`src/rtl/cfgx_pkg.sv`:
```
package cfgx_pkg;

    localparam int WORD_W  = 32;
    localparam int BE_W    = WORD_W / 8;
    localparam int DEV_LSB = 11;
    localparam int DEV_W   = 5;
    localparam int PINS    = 4;

    typedef enum logic [1:0] {
        XL_PASS   = 2'd0,
        XL_TYPE1  = 2'd1,
        XL_ONEHOT = 2'd2
    } xl_mode_e;

    typedef struct packed {
        logic [WORD_W-1:0] addr;
        xl_mode_e          mode;
    } xl_result_t;

    typedef enum logic [1:0] {
        ST_IDLE  = 2'd0,
        ST_ISSUE = 2'd1,
        ST_WAIT  = 2'd2,
        ST_DONE  = 2'd3
    } acc_state_e;

    typedef struct packed {
        logic              we;
        logic [1:0]        size;
        logic [2:0]        off3;
        logic [WORD_W-1:0] wdata;
    } acc_cmd_t;

    function automatic logic [BE_W-1:0] lane_enables(logic [1:0] size, logic [1:0] lane);
        logic [BE_W-1:0] m;
        case (size)
            2'd0:    m = 4'b0001;
            2'd1:    m = 4'b0011;
            default: m = 4'b1111;
        endcase
        return m << lane;
    endfunction

    function automatic logic [WORD_W-1:0] lane_place(logic [WORD_W-1:0] d, logic [1:0] lane);
        return d << {lane, 3'b000};
    endfunction

    function automatic logic [WORD_W-1:0] lane_extract(logic [WORD_W-1:0] d, logic [1:0] lane,
                                                       logic [1:0] size);
        logic [WORD_W-1:0] s;
        s = d >> {lane, 3'b000};
        case (size)
            2'd0:    return {24'h0, s[7:0]};
            2'd1:    return {16'h0, s[15:0]};
            default: return s;
        endcase
    endfunction

    function automatic logic [DEV_W-1:0] lowest_slot_bit(logic [WORD_W-1:0] w);
        logic [DEV_W-1:0] pos;
        pos = '1;
        for (int i = WORD_W - 1; i >= DEV_LSB; i--) begin
            if (w[i]) pos = DEV_W'(i);
        end
        return pos;
    endfunction

endpackage

```
`src/rtl/cfgx_addr_xlate.sv`:
```
module cfgx_addr_xlate
    import cfgx_pkg::*;
(
    input  logic [WORD_W-1:0] sel_word,
    input  logic [2:0]        off3,
    output xl_result_t        res
);
    logic [DEV_W-1:0] dev_num;

    always_comb dev_num = lowest_slot_bit(sel_word);

    always_comb begin
        if (sel_word[WORD_W-1]) begin
            res.mode = XL_PASS;
            res.addr = sel_word | {{(WORD_W-2){1'b0}}, off3[1:0]};
        end else if (sel_word[0]) begin
            res.mode = XL_TYPE1;
            res.addr = {sel_word[WORD_W-1:3], off3};
        end else begin
            res.mode = XL_ONEHOT;
            res.addr = {{(WORD_W-DEV_LSB-DEV_W){1'b0}}, dev_num, sel_word[DEV_LSB-1:3], off3};
        end
    end

    always_comb begin
        if (res.mode == XL_ONEHOT && sel_word[DEV_LSB +: 4] == 4'b0001)
            assert_onehot_low_slot_R4: assert (res.addr[15:11] == 5'd11);
    end
endmodule

```
`src/rtl/cfgx_index_reg.sv`:
```
module cfgx_index_reg
    import cfgx_pkg::*;
(
    input  logic              clk,
    input  logic              rst,
    input  logic              wr_en,
    input  logic [BE_W-1:0]   wr_be,
    input  logic [WORD_W-1:0] wr_data,
    output logic [WORD_W-1:0] sel_q
);
    for (genvar b = 0; b < BE_W; b++) begin : g_byte
        always_ff @(posedge clk) begin
            if (rst)
                sel_q[8*b +: 8] <= 8'h00;
            else if (wr_en && wr_be[b])
                sel_q[8*b +: 8] <= wr_data[8*b +: 8];
        end
    end
endmodule

```
`src/rtl/cfgx_access_fsm.sv`:
```
module cfgx_access_fsm
    import cfgx_pkg::*;
(
    input  logic              clk,
    input  logic              rst,
    input  logic              cpu_req,
    input  logic              cpu_we,
    input  logic              cpu_sel_data,
    input  logic [2:0]        cpu_off,
    input  logic [1:0]        cpu_size,
    input  logic [WORD_W-1:0] cpu_wdata,
    input  logic [WORD_W-1:0] sel_q,
    output logic              idx_wr_en,
    output logic [BE_W-1:0]   idx_wr_be,
    output logic [WORD_W-1:0] idx_wr_data,
    output acc_cmd_t          cmd_q,
    output logic              busy,
    output logic              req_valid,
    input  logic              rsp_valid,
    input  logic [WORD_W-1:0] rsp_data,
    output logic              cpu_ack,
    output logic [WORD_W-1:0] cpu_rdata
);
    acc_state_e state_q;
    logic       is_data_q;

    always_comb begin
        idx_wr_en   = (state_q == ST_IDLE) && cpu_req && !cpu_sel_data && cpu_we;
        idx_wr_be   = lane_enables(cpu_size, cpu_off[1:0]);
        idx_wr_data = lane_place(cpu_wdata, cpu_off[1:0]);
        req_valid   = (state_q == ST_ISSUE);
        cpu_ack     = (state_q == ST_DONE);
        busy        = (state_q == ST_ISSUE) || (state_q == ST_WAIT);
    end

    always_ff @(posedge clk) begin
        if (rst) begin
            state_q   <= ST_IDLE;
            is_data_q <= 1'b0;
            cmd_q     <= '0;
            cpu_rdata <= '0;
        end else begin
            case (state_q)
                ST_IDLE: if (cpu_req) begin
                    cmd_q     <= '{we: cpu_we, size: cpu_size, off3: cpu_off, wdata: cpu_wdata};
                    is_data_q <= cpu_sel_data;
                    if (cpu_sel_data) begin
                        state_q <= ST_ISSUE;
                    end else begin
                        cpu_rdata <= cpu_we ? '0 : lane_extract(sel_q, cpu_off[1:0], cpu_size);
                        state_q   <= ST_DONE;
                    end
                end
                ST_ISSUE: state_q <= ST_WAIT;
                ST_WAIT: if (rsp_valid) begin
                    cpu_rdata <= cmd_q.we ? '0 : lane_extract(rsp_data, cmd_q.off3[1:0], cmd_q.size);
                    state_q   <= ST_DONE;
                end
                default: state_q <= ST_IDLE;
            endcase
        end
    end

    assert_ack_after_rsp_R7: assert property (@(posedge clk) disable iff (rst)
        (cpu_ack && is_data_q) |-> $past(rsp_valid));
    assert_ack_pulse_R7: assert property (@(posedge clk) disable iff (rst)
        cpu_ack |=> !cpu_ack);
    assert_single_req_R6: assert property (@(posedge clk) disable iff (rst)
        req_valid |=> !req_valid);
endmodule

```
`src/rtl/cfgx_irq_swizzle.sv`:
```
module cfgx_irq_swizzle
    import cfgx_pkg::*;
#(
    parameter int NUM_SLOTS = 4,
    parameter int SLOT_BASE = 11,
    parameter int PIC_W     = 32,
    parameter int PIC_BASE  = 27
) (
    input  logic [PINS*NUM_SLOTS-1:0] dev_irq,
    output logic [PIC_W-1:0]          pic_irq
);
    localparam int NPIN = PINS * NUM_SLOTS;

    function automatic logic [NPIN-1:0] line_mask(int line);
        logic [NPIN-1:0] m;
        m = '0;
        for (int s = 0; s < NUM_SLOTS; s++)
            for (int p = 0; p < PINS; p++)
                if (((SLOT_BASE + s + p) % PINS) == line) m[s*PINS + p] = 1'b1;
        return m;
    endfunction

    logic [PINS-1:0] line_lvl;

    for (genvar l = 0; l < PINS; l++) begin : g_line
        assign line_lvl[l] = |(dev_irq & line_mask(l));
    end

    always_comb begin
        pic_irq = '0;
        pic_irq[PIC_BASE +: PINS] = line_lvl;
    end

    always_comb begin
        if (dev_irq == '0)
            assert_irq_quiet_R8: assert (pic_irq == '0);
    end
endmodule

```
`src/rtl/cfg_xlate_bridge.sv`:
```
module cfg_xlate_bridge
    import cfgx_pkg::*;
#(
    parameter int NUM_SLOTS = 4,
    parameter int SLOT_BASE = 11,
    parameter int PIC_W     = 32,
    parameter int PIC_BASE  = 27
) (
    input  logic                           clk,
    input  logic                           rst,
    input  logic                           cpu_req,
    input  logic                           cpu_we,
    input  logic                           cpu_sel_data,
    input  logic [2:0]                     cpu_off,
    input  logic [1:0]                     cpu_size,
    input  logic [31:0]                    cpu_wdata,
    output logic                           cpu_ack,
    output logic [31:0]                    cpu_rdata,
    output logic                           cfg_req_valid,
    output logic                           cfg_we,
    output logic [31:0]                    cfg_addr,
    output logic [3:0]                     cfg_be,
    output logic [31:0]                    cfg_wdata,
    input  logic                           cfg_rsp_valid,
    input  logic [31:0]                    cfg_rsp_data,
    input  logic [4*NUM_SLOTS-1:0]         dev_irq,
    output logic [PIC_W-1:0]               pic_irq
);
    logic [WORD_W-1:0] sel_q;
    logic              idx_wr_en;
    logic [BE_W-1:0]   idx_wr_be;
    logic [WORD_W-1:0] idx_wr_data;
    acc_cmd_t          cmd_q;
    logic              busy;
    xl_result_t        xl;

    cfgx_index_reg u_index (
        .clk(clk), .rst(rst), .wr_en(idx_wr_en), .wr_be(idx_wr_be),
        .wr_data(idx_wr_data), .sel_q(sel_q)
    );

    cfgx_access_fsm u_fsm (
        .clk(clk), .rst(rst), .cpu_req(cpu_req), .cpu_we(cpu_we),
        .cpu_sel_data(cpu_sel_data), .cpu_off(cpu_off), .cpu_size(cpu_size),
        .cpu_wdata(cpu_wdata), .sel_q(sel_q), .idx_wr_en(idx_wr_en),
        .idx_wr_be(idx_wr_be), .idx_wr_data(idx_wr_data), .cmd_q(cmd_q),
        .busy(busy), .req_valid(cfg_req_valid), .rsp_valid(cfg_rsp_valid),
        .rsp_data(cfg_rsp_data), .cpu_ack(cpu_ack), .cpu_rdata(cpu_rdata)
    );

    cfgx_addr_xlate u_xlate (
        .sel_word(sel_q), .off3(cmd_q.off3), .res(xl)
    );

    cfgx_irq_swizzle #(
        .NUM_SLOTS(NUM_SLOTS), .SLOT_BASE(SLOT_BASE),
        .PIC_W(PIC_W), .PIC_BASE(PIC_BASE)
    ) u_irq (
        .dev_irq(dev_irq), .pic_irq(pic_irq)
    );

    always_comb begin
        cfg_addr  = xl.addr;
        cfg_we    = cmd_q.we;
        cfg_be    = lane_enables(cmd_q.size, cmd_q.off3[1:0]);
        cfg_wdata = lane_place(cmd_q.wdata, cmd_q.off3[1:0]);
    end

    assert_sel_stable_R9: assert property (@(posedge clk) disable iff (rst)
        busy |=> $stable(sel_q));
    assert_be_nonzero_R6: assert property (@(posedge clk) disable iff (rst)
        cfg_req_valid |-> (cfg_be != 4'b0000));
    assert_pass_keeps_top_R2: assert property (@(posedge clk) disable iff (rst)
        (cfg_req_valid && xl.mode == XL_PASS) |-> cfg_addr[31]);
endmodule

```
`config.mk`:
```
export PLATFORM = sky130hd
export DESIGN_NAME = cfg_xlate_bridge
export DESIGN_NICKNAME = d
export VERILOG_FILES = /design/src/rtl/cfgx_pkg.sv /design/src/rtl/cfgx_addr_xlate.sv /design/src/rtl/cfgx_index_reg.sv /design/src/rtl/cfgx_access_fsm.sv /design/src/rtl/cfgx_irq_swizzle.sv /design/src/rtl/cfg_xlate_bridge.sv
export SDC_FILE = /design/constraint.sdc
export NUM_CORES = 1
export LEC_CHECK = 0
export BUFFER_PORTS_ARGS = -buffer_cell sky130_fd_sc_hd__buf_4
export CELL_PAD_IN_SITES_DETAIL_PLACEMENT = 0
export CELL_PAD_IN_SITES_GLOBAL_PLACEMENT = 1
export CORE_MARGIN = 2
export CORE_UTILIZATION = 37
export DETAILED_ROUTE_END_ITERATION = 10
export GPL_TIMING_DRIVEN = 0
export PLACE_DENSITY = 0.87
export SYNTH_ARGS = -nofsm -noshare
export SYNTH_HDL_FRONTEND = slang
export SYNTH_HIERARCHICAL = 1
export SYNTH_SLANG_ARGS = --single-unit
```
`constraint.sdc`:
```
create_clock -name clk -period 2.77 [get_ports clk]
set_clock_uncertainty 0.2 [all_clocks]
set_input_delay 0.554 -clock clk [delete_from_list [all_inputs] [get_ports clk]]
set_output_delay 0.554 -clock clk [all_outputs]
set_load 0.005 [all_outputs]
```
# After elaboration in Yosys (flattened, before gate mapping)
# Index checks and enable logic that the tools add are counted.
[totals] register_bits=104 in_bits=91
[classes] eq_ne=8 muxes=36 n_reduce_logical=19 bitwise_logic=1 shift=6
[ops] op="$pmux W32 S2" count=3
[ops] op="$mux W32" count=5
[ops] op="$shl A32 B5 Y32" count=2
[ops] op="$shr A32 B5 Y32" count=2
[ops] op="$mux W34" count=1
[ops] op="$mux W33" count=1
[ops] op="$mux W4" count=8
[ops] op="$or A32 B2 Y32" count=1
[ops] op="$mux W5" count=5
[ops] op="$pmux W4 S2" count=2
[ops] op="$reduce_or A4 Y1" count=4
[ops] op="$mux W3" count=4
[ops] op="$mux W2" count=5
[ops] op="$shl A4 B2 Y4" count=2
[ops] op="$logic_and A1 B1 Y1" count=7
[ops] op="$eq A2 B1 Y1 const B" count=3
[ops] op="$logic_not A2 Y1" count=3
[ops] op="$ne A2 B2 Y1 const B" count=3
[ops] op="$pmux W2 S3" count=1
[ops] op="$eq A2 B2 Y1 const B" count=2
[ops] op="$reduce_and A2 Y1" count=2
[ops] op="$reduce_and A4 Y1" count=1
[ops] op="$reduce_bool A2 Y1" count=1
[ops] op="$logic_not A1 Y1" count=1
[ops] op="$mux W1" count=1

# Logic depth before layout (Yosys ltp)
# Gate-level depths: netlist of run 1.
[depth] ltp_word=22 depth_mapped=10 ltp_nobuf=6

# Modules after synthesis
# Netlist of run 1, hierarchy kept.
[modules_own_cells] module="cfgx_access_fsm" instances=1 cells_each=553 area_per_inst_um2=4370.4
[modules_own_cells] module="cfgx_index_reg" instances=1 cells_each=146 area_per_inst_um2=1463.9
[modules_own_cells] module="cfg_xlate_bridge" instances=1 cells_each=72 area_per_inst_um2=564.3
[modules_own_cells] module="cfgx_addr_xlate" instances=1 cells_each=71 area_per_inst_um2=442.9
[modules_own_cells] module="cfgx_irq_swizzle" instances=1 cells_each=33 area_per_inst_um2=244.0

# Worst setup path after synthesis of run 1
# OpenSTA, ideal clock, no wires.
[synth_path] kind="input -> register" startpoint="in cpu_off[0]" endpoint="reg u_index.sel_q[21]" t_arrival_ps=2074 cell_stages=9 slack_ps=425 path_buffers=6 path_cell_list="buf_2 buf_6 buf_2 buf_1 a21oi_1 buf_6 buf_6 a21bo_1 a21oi_1"
[synth_between] elab_chain_len=2 elab_cells_between_ends=3 classes_between="2 x shift; 1 x reduce/logical"
[synth_lines] item="start, declared" line="cfg_xlate_bridge.sv:14" rtl="input logic [2:0] cpu_off,"
[synth_lines] item="$shl A4 B2 Y4" line="cfgx_pkg.sv:41" rtl="return m << lane;"
[synth_lines] item="net idx_wr_be[2]" line="cfg_xlate_bridge.sv:31" rtl="logic [BE_W-1:0] idx_wr_be;"
[synth_lines] item="$logic_and A1 B1 Y1" line="cfgx_index_reg.sv:15" rtl="else if (wr_en && wr_be[b])"
[synth_lines] item="end signal, assigned by index" line="cfgx_index_reg.sv:16" rtl="sel_q[8*b +: 8] <= wr_data[8*b +: 8];"
[synth_lines] item="end, declared" line="cfgx_index_reg.sv:9" rtl="output logic [WORD_W-1:0] sel_q"
# The timed path passes the listed nets, and every way through them passes these cells.
# A chain may end at the register's enable or synchronous reset.

# Final worst setup path of run 1
[layout_path] startpoint="reg u_index.sel_q[31]" endpoint="out cfg_addr[11]"
[layout_between] elab_chain_len=1
[layout_lines] item="$mux W34" line="cfgx_addr_xlate.sv:13" rtl="if (sel_word[WORD_W-1]) begin"
[layout_lines] item="end, declared" line="cfg_xlate_bridge.sv:21" rtl="output logic [31:0] cfg_addr,"
# No other way between the ends.

==> run_results.csv, run 1 <==
group,metric,value,unit
critical_path,worstSetupPathType,"flip-flop to primary output",
power,leakagePower,3.904,nW
global_route,antenna_found_initial,0,
power,powerDensity,685.5,nW/µm²
sta,slew_violations,0,
die,start_util,0.3772,
route,drtPass1Iterations,5,
layout,nets,1204,
global_route,use_met1,0.3221,
clock_tree,cts_max_path_buffers,2,
clock_tree,clkLatencyLatePin,0.36,ns
clock_tree,numCtsBuffers,9,
layout,layout-drive-gt1-share,0.3019,
die,boundaryPins,226,
logic_synthesis,ys_warn_count,6,
run_status,status,"finished clean",
layout,ff_latch_area,2082,µm²
power,peakVddDrop,360.2,µV
die,die-area,20260,µm²
layout,design_area,9234,µm²
worst_hold_path,min_path_type,"primary input to flip-flop",
place,portBuffers,196,
power,fin_total_pwr,6.330,mW
route,viasPerCell,5.498,
sta,tns,0,ns
layout,nFillCells,1869,
logic_synthesis,syn_area,7079,µm²
die,rows,50,
global_route,busiest_layer,"met2",
clock_tree,postCtsHoldBufs,0,
logic_synthesis,synth_cells,874,
critical_path,cp-end-kind,"primary output",
global_route,grt_max_degree,20,
logic_synthesis,avgSynthCellArea,8.100,µm²
critical_path,crit_arrival,1.86,ns
die,coreArea,18770,µm²
sta,tightest_slew,0.6495,ns
critical_path,crit_required,2.02,ns
global_route,met3_usage,0.04139,
place,gp_congestion,0.9020,
global_route,track_usage,0.2401,
clock_tree,htree_levels,3,
critical_path,critical_path.max_fanout,10,
flow_run,cap_viol_max_count,0,
clock_tree,cts_resized,0,
route,wirelength,25.16,mm
place,placed_cell_area,8945,µm²
die,die_x,142.3,µm
sta,relSlewSlack,0.5670,
clock_tree,cts_tree,"done",
sta,setup_violations,0,
layout,multi_input_area,4315,µm²
clock_tree,cts_setup_buffers,0,
route,drc_errors,0,
sta,hold_viol,0,
sta,post-route-min-period,2.610,ns
clock_tree,cts-root-buf,"clkbuf_16",
sta,post-route-period-util,0.9424,
clock_tree,clk_pin_slew,0.07,ns
global_route,grt_pass1_wl,37.96,mm
route,avgRoutedWirePerCell,18.66,µm
route,vias,7411,
global_route,gr-total-overflow,0,
global_route,grt_pass1_vias,6810,
clock_tree,clkSinkCount,104,
global_route,use_met2,0.3949,
route,drtIter0Drc,581,
sta,rsz0062_at_grt,"no",
route,antenna_left,0,
die,die_y,142.3,µm
critical_path,cp-start-kind,"flip-flop",
layout,syn2layout_area_growth,30.43,%
place,place_hpwl,19.77,mm
sta,max_freq,383.1,MHz
layout make-up:
class	instances	share of cell area
antenna	1	0.0002710
buffer	114	0.08157
clock buffer	9	0.02439
clock inverter	7	0.006640
inverter	8	0.003252
multi-input combinational	675	0.4673
sequential	104	0.2255
tap	234	0.03171
timing repair buffer	196	0.1593
critical path, cell delays in order (launching register included):
cell	delay [ns]
dfxtp_1	0.46
or2_1	0.32
buf_4	0.18
o41ai_1	0.37
buf_4	0.17
worst paths after layout:
path / cells after the start / endpoint / slack [ns] / from
max reg2reg: 9 / u_index/sel_q[26] / 0.24 / u_fsm/state_q[0]
min reg2reg: 2 / u_fsm/cmd_q[20] / 0.26 / u_fsm/cmd_q[20]
max: 4 / cfg_addr[11] / 0.16 / u_index/sel_q[31]
min: 2 / u_index/sel_q[31] / 0.21 / rst
per-stage QoR:
stage / instances / hold slack [ns] / util / setup slack, ns
after floorplan: 901 / 0.2338 / - / 0.4247
after global placement: 1331 / 0.2416 / 0.4766 / 0.1689
after detailed placement: 1331 / 0.2465 / 0.4766 / 0.1513
after CTS: 1347 / 0.2016 / 0.4919 / 0.1529
after global routing: 1347 / 0.2168 / 0.4919 / 0.02338
final: 1348 / 0.2061 / 0.4920 / 0.1595
sequential cells by signal, summed over array words and instances, names as in the netlist:
name / flops
u_fsm/cmd_q: 38
u_fsm/cpu_rdata: 32
u_index/sel_q: 32
u_fsm/state_q: 2
cell usage in the layout (no fill, tap or decap), types with 3 or more instances in the layout:
master	instances
nor4_1	3
o21ai_0	12
clkbuf_1	19
a21bo_1	26
a221oi_1	16
a21bo_2	6
o22ai_2	8
mux2i_1	98
ha_1	5
clkbuf_16	9
conb_1	28
nor3_1	34
a211oi_1	10
and2_1	29
a21oi_1	81
buf_6	14
buf_2	23
dfxtp_1	104
a21oi_2	6
buf_4	247
nand2b_1	5
or4_1	4
nand3b_1	17
nand3_1	32
o22ai_1	18
nor3_2	9
nor2b_1	11
nor2_1	77
nand2_1	88
inv_6	3
o21ai_1	16
inv_1	8
buf_1	7
o2bb2ai_1	7
report_power, final:
group / switching, mW / total [mW] / internal [mW] / leakage (nW)
combinational: 1.66 / 3.01 / 1.35 / 2.92
clock: 0.634 / 1.26 / 0.628 / 0.135
sequential: 0.246 / 2.06 / 1.81 / 0.850
metal layers:
layer | wire length (µm) | share of wire
met4 | 622 | 0.025
met1 | 10810 | 0.43
met5 | 0 | 0
met2 | 11660 | 0.46
met3 | 2060 | 0.082
Note: power is estimated with default switching activity, not from simulation.
==> run 2: changes to the inputs <==
CORE_UTILIZATION = 38   (was 37)
CTS_BUF_LIST = sky130_fd_sc_hd__clkbuf_4   (was not set)
PLACE_DENSITY = 0.89   (was 0.87)
==> run_results.csv, run 2 (synthesis gave the netlist of run 1 again) <==
group,metric,value,unit
run_status,status,"finished clean",
sta,tns,0,ns
clock_tree,postCtsHoldBufs,0,
critical_path,r2r_start,"u_fsm/state_q[1]",
layout,nFillCells,1831,
route,viasPerCell,5.411,
worst_hold_path,min_from,"rst",
route,drc_errors,0,
critical_path,slowest_delay,0.43,ns
clock_tree,htree_levels,3,
clock_tree,numCtsBuffers,9,
route,drtIter0Drc,514,
layout,regMostFlops,"u_fsm/cmd_q",
critical_path,cp-start-kind,"flip-flop",
critical_path,slowest_stage,"dfxtp_4",
flow_run,cap_viol_max_count,0,
global_route,grt_max_degree,18,
critical_path,cp-end-kind,"primary output",
critical_path,path_cells,"or2_1 > buf_4 > o41ai_1 > buf_4",
critical_path,critical_path.max_fanout,10,
critical_path,crit_arrival,1.93,ns
critical_path,rr_endpoint,"u_index/sel_q[13]",
critical_path,cp_num_buf_inv,2,
layout,largest_reg_flops,38,
global_route,grt_pass1_wl,37.33,mm
global_route,gr-total-overflow,0,
clock_tree,clk_pin_slew,0.16,ns
route,avgRoutedWirePerCell,18.13,µm
power,powerDensity,640.5,nW/µm²
layout,design_area,9091,µm²
sta,post-route-min-period,2.686,ns
global_route,track_usage,0.2383,
route,drtPass1Iterations,5,
layout,layout_commonest_cell,"buf_4",
layout,syn2layout_area_growth,28.42,%
critical_path,r2r_slack,0.25,ns
layout,layout-drive-gt1-share,0.3058,
global_route,antenna_found_initial,1,
global_route,grt_pass1_vias,6900,
die,start_util,0.3901,
route,vias,7262,
sta,tightest_slew,0.7027,ns
clock_tree,cts_max_path_buffers,2,
sta,slew_violations,0,
worst_hold_path,whs_endpoint,"u_index/sel_q[31]",
critical_path,rr_worst_depth,9,
clock_tree,cts-root-buf,"clkbuf_4",
sta,max_freq,372.2,MHz
sta,setup_violations,0,
die,die_y,140.5,µm
die,die-area,19740,µm²
power,leakagePower,3.844,nW
clock_tree,clkSinkCount,104,
worst_hold_path,min_path_type,"primary input to flip-flop",
sta,relSlewSlack,0.5315,
die,coreArea,18150,µm²
layout,top_regs,"u_fsm/cmd_q (38), u_fsm/cpu_rdata (32), u_index/sel_q (32)",
die,die_x,140.5,µm
sta,rsz0062_at_grt,"no",
place,portBuffers,196,
clock_tree,cts_tree,"done",
worst_hold_path,whs_path_depth,2,
route,wirelength,24.33,mm
die,rows,49,
place,placed_cell_area,8939,µm²
sta,post-route-period-util,0.9698,
layout,final_cell_mix,"247 x buf_4, 99 x dfxtp_1, 98 x mux2i_1, 88 x nand2_1, 81 x a21oi_1",
critical_path,worstSetupPathType,"flip-flop to primary output",
route,antenna_left,0,
power,peakVddDrop,294.9,µV
critical_path,path_common_cell,"buf_4",
place,gp_congestion,0.8929,
place,place_hpwl,19.43,mm
critical_path,crit_required,2.02,ns
critical_path,crit_family,"flip-flops",
clock_tree,clkLatencyLatePin,0.48,ns
layout,nets,1204,
critical_path,path_depth,4,
sta,hold_viol,0,
die,boundaryPins,226,
run 2: stage by stage:
stage	worst slack, ns	util	power (mW)	cells	hold WS (ns)
finish	0.08358	0.5010	5.823	1342	0.05663
global route	0.008637	0.5010	6.235	1342	0.03760
CTS	0.05176	0.5001	5.811	1341	0.03807
detailed placement	0.1603	0.4926	5.020	1326	0.2499
global placement	0.1724	0.4926	4.982	1326	0.2478
floorplan	0.4247	-	3.840	901	0.2338
run 2: cell type report:
cell class | instances | area [µm²] | area share
sequential | 104 | 2091 | 0.2300
buffer | 114 | 753.2 | 0.08285
clock inverter | 6 | 67.56 | 0.007432
tap | 229 | 286.5 | 0.03152
inverter | 8 | 30.03 | 0.003303
timing repair buffer | 196 | 1471 | 0.1618
clock buffer | 9 | 67.56 | 0.007432
multi-input combinational | 675 | 4322 | 0.4754
antenna | 1 | 2.502 | 0.0002753
run 2: how the worst max path moves through the flow:
stage,startpoint,endpoint,slack (ns)
global placement,cpu_off[0],u_index/sel_q[22],0.17
global route,u_fsm/state_q[0],u_index/sel_q[13],0.009
detailed placement,cpu_off[0],u_index/sel_q[22],0.16
finish,u_index/sel_q[31],cfg_addr[11],0.08
CTS,u_index/sel_q[31],cfg_addr[11],0.05
floorplan,cpu_off[0],u_index/sel_q[21],0.42
run 2: worst register-to-register path, stage by stage, from the launching register on:
cell	delay, ns
dfxtp_1	0.38
inv_1	0.09
ha_1	0.30
nand2_1	0.16
clkbuf_1	0.27
nor3b_1	0.32
buf_6	0.21
buf_2	0.25
nand3_1	0.13
a21oi_1	0.15
run 2: power breakdown:
part	total, mW	leakage [nW]	switching (mW)	internal, mW
Clock	0.801	0.0704	0.525	0.276
Sequential	2.05	0.853	0.234	1.81
Combinational	2.98	2.92	1.63	1.35
Total	5.82	3.84	2.39	3.44
run 2: per-layer routing:
layer	GRT usage	wire length [µm]	up-vias
met2	0.3945	11370	313
li1	-	-	3510
met3	0.03658	1784	33
met5	0	0	-
met4	0.06737	494	0
met1	0.3232	10680	3406
run 2: timing repair:
item | 4_1_cts | 5_1_grt
gates resized for setup | 1 | 6
setup buffers | 0 | 0
setup endpoints to repair | 1 | 4
==> run 3: changes to the inputs <==
CTS_CLUSTER_SIZE = 20   (was not set)
RECOVER_POWER = 100   (was not set)
==> run_results.csv, run 3 (synthesis gave the netlist of run 1 again) <==
group,metric,value,unit
layout,layout_commonest_cell,"buf_4",
die,die-area,19740,µm²
critical_path,worstSetupPathType,"flip-flop to primary output",
critical_path,slowest_delay,0.57,ns
critical_path,r2r_start,"u_fsm/state_q[1]",
sta,post-route-min-period,2.685,ns
place,place_hpwl,19.43,mm
die,start_util,0.3901,
clock_tree,htree_levels,3,
critical_path,crit_arrival,1.93,ns
global_route,antenna_found_initial,1,
power,leakagePower,3.754,nW
global_route,grt_max_degree,18,
die,rows,49,
critical_path,cp_num_buf_inv,1,
die,die_x,140.5,µm
layout,syn2layout_area_growth,27.78,%
sta,max_freq,372.4,MHz
flow_run,cap_viol_max_count,0,
clock_tree,clk_pin_slew,0.16,ns
route,drtIter0Drc,503,
clock_tree,cts_max_path_buffers,2,
sta,tightest_slew,0.6918,ns
route,drc_errors,0,
critical_path,rr_worst_depth,9,
critical_path,slowest_stage,"dfxtp_1",
route,avgRoutedWirePerCell,18.09,µm
clock_tree,cts_tree,"done",
critical_path,cp-end-kind,"primary output",
sta,relSlewSlack,0.5388,
die,die_y,140.5,µm
critical_path,cp-start-kind,"flip-flop",
sta,slew_violations,0,
worst_hold_path,min_path_type,"primary input to flip-flop",
layout,top_regs,"u_fsm/cmd_q (38), u_fsm/cpu_rdata (32), u_index/sel_q (32)",
place,portBuffers,196,
worst_hold_path,whs_path_depth,2,
clock_tree,clkSinkCount,104,
global_route,gr-total-overflow,0,
layout,final_cell_mix,"168 x buf_4, 99 x dfxtp_1, 98 x mux2i_1, 88 x nand2_1",
route,drtPass1Iterations,5,
critical_path,rr_endpoint,"u_index/sel_q[13]",
clock_tree,numCtsBuffers,9,
critical_path,critical_path.max_fanout,8,
route,antenna_left,0,
global_route,grt_pass1_wl,37.33,mm
route,wirelength,24.27,mm
critical_path,path_cells,"o311ai_0 > a311o_1 > a21oi_1 > clkbuf_4",
clock_tree,clkLatencyLatePin,0.48,ns
critical_path,r2r_slack,0.22,ns
critical_path,crit_family,"compound AO/OA/AOI/OAI gates",
route,viasPerCell,5.417,
power,peakVddDrop,294.5,µV
sta,hold_viol,0,
layout,nets,1204,
layout,regMostFlops,"u_fsm/cmd_q",
sta,hold_ws,0.05514,ns
sta,tns,0,ns
global_route,track_usage,0.2383,
die,coreArea,18150,µm²
sta,rsz0062_at_grt,"no",
critical_path,crit_required,2.02,ns
worst_hold_path,min_from,"rst",
run_status,status,"finished clean",
sta,post-route-period-util,0.9694,
power,powerDensity,636.3,nW/µm²
layout,largest_reg_flops,38,
clock_tree,cts-root-buf,"clkbuf_4",
worst_hold_path,whs_endpoint,"u_index/sel_q[31]",
global_route,grt_pass1_vias,6900,
route,vias,7270,
layout,layout-drive-gt1-share,0.2941,
clock_tree,postCtsHoldBufs,0,
sta,setup_violations,0,
place,gp_congestion,0.8929,
die,boundaryPins,226,
## run 3: changes by cell type in the layout (fill, tap and decap cells not counted), sizes merged
cell	previous run	this run
buf	291	204
clkbuf	28	115
## run 3: through the flow
stage	power [mW]	cells	area (µm²)	setup slack (ns)	util
global placement	4.982	1326	8939	0.1724	0.4926
detailed placement	5.020	1326	8939	0.1603	0.4926
global route	6.168	1342	9046	0.003919	0.4985
floorplan	3.840	901	7181	0.4247	-
CTS	5.811	1341	9075	0.05176	0.5001
finish	5.756	1342	9046	0.08481	0.4985
## run 3: repair_timing
action | CTS | global route
gates resized for setup | 1 | 6
buffers inserted | 0 | 0
setup endpoints to repair | 1 | 4
hold endpoints to repair | 0 | 0
## run 3: cell type report
cell class | count | area [µm²]
clock buffer | 9 | 67.56
tap | 229 | 286.5
antenna | 1 | 2.502
clock inverter | 6 | 67.56
inverter | 8 | 30.03
fill | 1841 | 9101
sequential | 104 | 2091
multi-input combinational | 675 | 4314
timing repair buffer | 196 | 1460
buffer | 114 | 726.9
## run 3: worst max-delay path by stage
stage / from / to / slack [ns] / depth (start not counted)
2_1_floorplan: cpu_off[0] / u_index/sel_q[21] / 0.42 / 9
3_3_place_gp: cpu_off[0] / u_index/sel_q[22] / 0.17 / 9
3_5_place_dp: cpu_off[0] / u_index/sel_q[22] / 0.16 / 9
4_1_cts: u_index/sel_q[31] / cfg_addr[11] / 0.05 / 4
5_1_grt: u_index/sel_q[27] / cfg_addr[12] / 0.004 / 4
6_report: u_index/sel_q[27] / cfg_addr[12] / 0.08 / 4
## run 3: where the power goes
part / total, mW / switching, mW / internal (mW)
registers: 2.04 / 0.229 / 1.81
logic: 2.91 / 1.63 / 1.28
clock network: 0.805 / 0.529 / 0.276
## run 3: layer usage
layer,up-vias,GRT usage,wire length [µm]
met1,3410,0.3232,10730
met4,0,0.06737,515
met2,308,0.3945,11360
met5,-,0,0
met3,34,0.03658,1657
li1,3518,-,-
